`src/rtl/trig_step_gen.sv`:
```
module trig_step_gen #(
  parameter int PHASE_W = 6,
  parameter int MAG_W   = 8
) (
  input  logic               clk,
  input  logic               rst_n,
  input  logic               restart,
  input  logic               step,
  input  logic [PHASE_W-1:0] sample_idx,
  input  logic               sel_sin,
  output logic [MAG_W-1:0]   mag,
  output logic               neg
);
  localparam int OFF_W = PHASE_W - 2;
  localparam logic [PHASE_W-1:0] QTR = PHASE_W'(1) << OFF_W;

  logic [PHASE_W-1:0] phase_q;
  logic [PHASE_W-1:0] look;
  logic [1:0]         quad;
  logic [OFF_W-1:0]   off, addr;
  logic               on_axis;

  function automatic int qwave(input logic [OFF_W-1:0] a);
    case (int'(a))
      0:  return 128;
      1:  return 127;
      2:  return 126;
      3:  return 122;
      4:  return 118;
      5:  return 113;
      6:  return 106;
      7:  return 99;
      8:  return 91;
      9:  return 81;
      10: return 71;
      11: return 60;
      12: return 49;
      13: return 37;
      14: return 25;
      15: return 13;
      default: return 0;
    endcase
  endfunction

  always_ff @(posedge clk) begin
    if (!rst_n)       phase_q <= '0;
    else if (restart) phase_q <= '0;
    else if (step)    phase_q <= phase_q + sample_idx;
  end

  assign look    = sel_sin ? phase_q - QTR : phase_q;
  assign quad    = look[PHASE_W-1 -: 2];
  assign off     = look[OFF_W-1:0];
  assign addr    = quad[0] ? -off : off;
  assign on_axis = quad[0] && (off == '0);
  assign mag     = on_axis ? '0 : MAG_W'(qwave(addr));
  assign neg     = (quad[1] ^ quad[0]) && !on_axis;
endmodule

```
`config.mk`:
```
export PLATFORM = sky130hd
export DESIGN_NAME = trig_step_gen
export DESIGN_NICKNAME = d
export VERILOG_FILES = /design/src/rtl/trig_step_gen.sv
export SDC_FILE = /design/constraint.sdc
export NUM_CORES = 1
export LEC_CHECK = 0
export ABC_CLOCK_PERIOD_IN_PS = 3200
export CELL_PAD_IN_SITES_DETAIL_PLACEMENT = 0
export CELL_PAD_IN_SITES_GLOBAL_PLACEMENT = 1
export CORE_UTILIZATION = 37
export DETAILED_ROUTE_END_ITERATION = 10
export GPL_ROUTABILITY_DRIVEN = 0
export MAX_ROUTING_LAYER = met4
export PLACE_DENSITY_LB_ADDON = 0.25
export SLEW_MARGIN = 20
export SYNTH_ARGS = -nofsm -noshare
export SYNTH_HDL_FRONTEND = slang
export SYNTH_SLANG_ARGS = --single-unit
```
`constraint.sdc`:
```
create_clock -name clk -period 3.2 [get_ports clk]
set_input_delay 0.8 -clock clk [delete_from_list [all_inputs] [get_ports clk]]
set_output_delay 0.8 -clock clk [all_outputs]
set_load 0.01 [all_outputs]
```
== Word-level counts from Yosys, hierarchy flattened ==
Memories as Yosys holds them, arrays and structs flattened.
Index checks and enable logic that the tools add are counted.

* Memories: 1
* Memory bits (read-only): 128
* Word-level logic and storage cells: 15
* Register bits: 6
* Output and inout bits: 9

* Reduce and logical (&&, ||, !) cells: 5
* $add $sub $neg: 3
* Muxes and demuxes: 3
* Bitwise operators: 2

{| class="wikitable"
|+ Memory list
! name !! depth !! bits a word !! rd ports !! clocked after memory_dff !! wr ports !! RTL line !! text
|-
| (no name shown) || 16 || 8 || 1 || 0 || 0 || 24 || <nowiki>case (int'(a))</nowiki>
|}

{| class="wikitable"
|+ Operator list
! operator !! number
|-
| 2-to-1 mux 8 bit || 1
|-
| adder 6 bit || 1
|-
| 2-to-1 mux 6 bit || 1
|-
| subtractor 6 x 5 -> 6 bit (second input constant) || 1
|-
| logical NOT 4 bit || 1
|-
| 2-to-1 mux 4 bit || 1
|-
| negator 4 bit || 1
|-
| logical AND 1 bit || 2
|-
| OR reduction 2 bit || 1
|-
| logical NOT 1 bit || 1
|-
| NOT 1 bit || 1
|-
| bitwise XOR 1 bit || 1
|}

== Longest topological paths before layout ==
Gate-level depths: netlist (run 1).

* Depth after elaboration: 6
* Mapped depth: 9

== Worst setup path after synthesis (run 1) ==
OpenSTA, ideal clock, no wires.

* Path kind: input to output
* From: input port sel_sin
* To: output port mag[6]
* Required time: 2.400 ns
* Stages on the path: 7
* Arrival: 2.175 ns
* Setup slack: 0.225 ns
* Buffers on the path: 0
* Path through: xor2_1 -> nor2_1 -> a21oi_1 -> inv_1 -> ha_1 -> o311a_1 -> a21oi_1

* Word-level cells in the longest chain between the ends: 5
* Elaborated cells between the ends (all ways): 7
* Those cells by class: add/sub (1); mux (3); reduce/logical (2); memory (1)

{| class="wikitable"
|+ RTL lines
! what !! RTL line !! text
|-
| start: declaration || 10 || <nowiki>input logic sel_sin,</nowiki>
|-
| 2-to-1 mux 6 bit (*) || 51 || <nowiki>assign look = sel_sin ? phase_q - QTR : phase_q;</nowiki>
|-
| negator 4 bit || 54 || <nowiki>assign addr = quad[0] ? -off : off;</nowiki>
|-
| 2-to-1 mux 4 bit || 54 ||
|-
| memory read (16 x 8 bit) || - ||
|-
| 2-to-1 mux 8 bit (*) || 56 || <nowiki>assign mag = on_axis ? '0 : MAG_W'(qwave(addr));</nowiki>
|-
| end: declaration || 11 || <nowiki>output logic [MAG_W-1:0] mag,</nowiki>
|}

Mark *: on every way between the ends. The rest lies on a longest branch, timed or not.

== Worst setup path in the final report (run 1) ==
Ends and elaborated chain as after synthesis.

==> summary.md, run 1 <==
| Metric | Value |
|---|---|
| Flip-flop count of the largest register after layout | `6` |
| Wire length per cell after detailed routing | `14.2 um` |
| Commonest cells after routing, fill and taps aside | `24 x buf_4, 15 x nor2_1, 10 x a21oi_1, 10 x mux2i_1` |
| Pwr/cell area | `264 nW/um^2` |
| Fin nets | `194` |
| Clock Path Buffers | `2` |
| Element type at the critical path start | `primary input` |
| Endpoint class of the critical path | `output port` |
| Crit path buffers/inverters | `3` |
| Synth warnings | `0` |
| Peak VDD IR | `0.216 mV` |
| Rel. slew slack | `69.7%` |
| Max stage delay cell, worst path | `o311a_1` |
| Total CTS buffers | `3` |
| Final Max Tran Viols | `0` |
| RSZ-0062 raised after global routing | `true` |
| Hold Fails Final Rpt | `0` |
| Pleak | `0.661 nW` |
| Skew-Pair Late Insertion Delay | `0.24 ns` |
| Fin Clk Skew | `0.00165 ns` |
| Worst r2r src | `phase_q[0]` |
| Mapped Nets | `151` |
| Worst path max stage delay | `0.34 ns` |
| Largest regs | `phase_q (6)` |
| Final setup fails | `0` |
| CTS H-tree lvls | `1` |
| Overall die area | `2910 sq um` |
| Final hold slack | `0.541 ns` |
| Min-delay src | `phase_q[2]` |
| DRT antenna net count | `0` |
| Final instance area | `1450 sq um` |
| Critical Setup Path Class | `primary input to output port` |
| Initial Utilization | `39.6%` |
| Cells after Synth | `129` |
| GR Overflow Total | `0` |
| Share of layout cells above drive strength 1 | `29.4%` |
| DRT Pass-1 Iters | `5` |
| Worst EP arrival | `2.34 ns` |
| Prevailing post-synth register cell | `dfxtp_1` |
| Root buf cell | `clkbuf_4` |
| Post-Syn Area | `1000 sq um` |
| I/O pins | `20` |
| CTS clk-pin slew, worst paths | `0.05 ns` |
| Worst EP required | `2.40 ns` |
| Placed Area | `1350 sq um` |
| FMAX | `0.318 GHz` |
| Filler Cells Inserted | `248` |
| Largest net degree at the start of global routing | `17` |
| Max_cap viols | `0` |
| Flops & latches, synth | `6` |
| Peak fanout along the critical path | `3` |
| Total Wirelength | `2.84 mm` |
| Synthesized area per cell | `7.75 sq um` |
| Asr flop ratio synth | `0%` |
| Largest delay contributor family on the critical path | `compound AO/OA/AOI/OAI gates` |
| Layout area overhead | `45.1%` |
| Worst slew pin tran | `0.454 ns` |
| Reg2reg path depth | `8` |
| DRC | `0` |
| Critical Path Source | `sel_sin` |
| Status | `complete, no violations` |
| Minimum clock period | `3.14 ns` |
| Register area share after synthesis | `12.0%` |
| Die Wd | `54.0 um` |
| Commonest non-fill, non-tap cell in the layout | `buf_4` |
| Finished Core Util | `57.5%` |
| Worst Hold Path Cells | `2` |
| Core area | `2520 sq um` |
| Via count | `1126` |
| Crit-path cells | `clkdlybuf4s15_2 > xor2_2 > nor2_1 > a21oi_2 > inv_1 > ha_1 > o311a_1 > a21oi_1 > buf_2` |
| Die Y | `54.0 um` |
| Ratio of final minimum period to clock period | `98.1%` |
| Vias in the first global route | `1053` |
| Biggest register | `phase_q` |
| Hpwl dp | `2.15 mm` |
| Count of unique library cells instantiated by Yosys | `41` |
| Clock Sinks | `6` |
| CTS tree | `done` |
| Average vias per placed instance | `5.63` |
| Tightest Hold Check Type | `flop to flop` |
| ANT cells | `0` |
| GR Util All Layers | `22.0%` |
| Number of port buffers | `19` |
| Initial antenna violation count | `0` |
| Levels on crit path | `9` |
| Starting DRT DRC Count | `37` |
| First-pass GRT wire length | `4.53 mm` |
| Rows | `18` |
| EDFF count, synth | `0` |
stage by stage:
step	setup TNS, ns	cells	setup slack, ns	power (mW)
final	0	200	0.0593	0.383
after detailed placement	-5.34	192	-0.697	0.306
after CTS	-0.00915	199	-0.00915	0.383
after floorplan	0	129	0.225	0.205
after global placement	-5.06	192	-0.639	0.301
after global routing	-0.0639	200	-0.0393	0.408
routing by layer:
metal  global-route usage (%)  wire, um  up-vias
met5                        -         0        -
met4                     9.40        62        0
met3                     2.54       124        6
met2                     39.5      1500       51
met1                     24.3      1150      519
li1                         -         -      550
Yosys cell counts, types with 4 or more instances:
| master | instances | share of area (%) |
|---|---|---|
| a21oi_1 | 11 | 5.5 |
| xnor2_1 | 6 | 5.3 |
| nand3_1 | 4 | 2.0 |
| nor2_1 | 15 | 5.6 |
| ha_1 | 10 | 13 |
| nand2_1 | 4 | 1.5 |
| inv_1 | 8 | 3.0 |
| o21ai_0 | 6 | 3.0 |
| nor3_1 | 5 | 2.5 |
| mux2i_1 | 10 | 10 |
| dfxtp_1 | 6 | 12 |
tightest hold or removal path, stage by stage, from the launching register on:
cell and delay (ns):
dfxtp_1 0.34, nor2_1 0.10, a211oi_1 0.05
cell type report:
cell class | instances | area [sq um] | share of cell area (%)
Timing Repair Buffer | 44 | 352 | 24.2
Sequential cell | 6 | 120 | 8.28
Inverter | 8 | 30.0 | 2.07
Clock buffer | 3 | 22.5 | 1.55
Tap cell | 30 | 37.5 | 2.59
Multi-Input combinational cell | 109 | 888 | 61.3
path summary, 6_finish.rpt:
kind,endpoint,slack (ns)
setup reg to reg,phase_q[4],1.37
setup / recovery,mag[6],0.06
hold reg to reg,phase_q[2],0.54
hold / removal,phase_q[2],0.54
what timing repair did:
action	CTS	global route
setup buffers	4	1
pin swaps	3	2
hold buffers	0	0
endpoints found under the setup margin	9	9
resized for setup	30	15
cells by family (layout without fill, tap and decap cells):
kind of cell / Yosys count / count (layout) / share of synthesized area [%]
AO/OA/AOI/OAI: 39 / 39 / 26.5
AND/OR/NAND/NOR: 37 / 37 / 18.3
buffers and inverters: 14 / 55 / 5.88
XOR/XNOR: 12 / 12 / 12.8
adder cells (fa/ha/maj): 11 / 11 / 14.5
multiplexers: 10 / 10 / 10.0
flip-flops: 6 / 6 / 12.0
where the power goes:
| group | switching (mW) | internal, mW | leakage [nW] |
|---|---|---|---|
| registers | 0.00580 | 0.0784 | 0.0489 |
| logic | 0.112 | 0.117 | 0.598 |
| clock network | 0.0283 | 0.0425 | 0.0138 |
| total | 0.146 | 0.237 | 0.661 |
(Power assumes the default switching activity.)
==> inputs of run 2 (changes only) <==
--- a/config.mk
+++ b/config.mk
@@ -13,7 +13,7 @@
 export GPL_ROUTABILITY_DRIVEN = 0
 export MAX_ROUTING_LAYER = met4
 export PLACE_DENSITY_LB_ADDON = 0.25
-export SLEW_MARGIN = 20
+export SLEW_MARGIN = 5
 export SYNTH_ARGS = -nofsm -noshare
 export SYNTH_HDL_FRONTEND = slang
 export SYNTH_SLANG_ARGS = --single-unit
==> results of run 2 <==
No change in the layout: final DEF, timing and power equal those of run 1.
==> inputs of run 3 (changes only) <==
--- a/config.mk
+++ b/config.mk
@@ -13,7 +13,7 @@
 export GPL_ROUTABILITY_DRIVEN = 0
 export MAX_ROUTING_LAYER = met4
 export PLACE_DENSITY_LB_ADDON = 0.25
-export SLEW_MARGIN = 5
+export SLEW_MARGIN = 20
 export SYNTH_ARGS = -nofsm -noshare
 export SYNTH_HDL_FRONTEND = slang
 export SYNTH_SLANG_ARGS = --single-unit
==> results of run 3 <==
No change in the layout: final DEF, timing and power equal those of run 1.
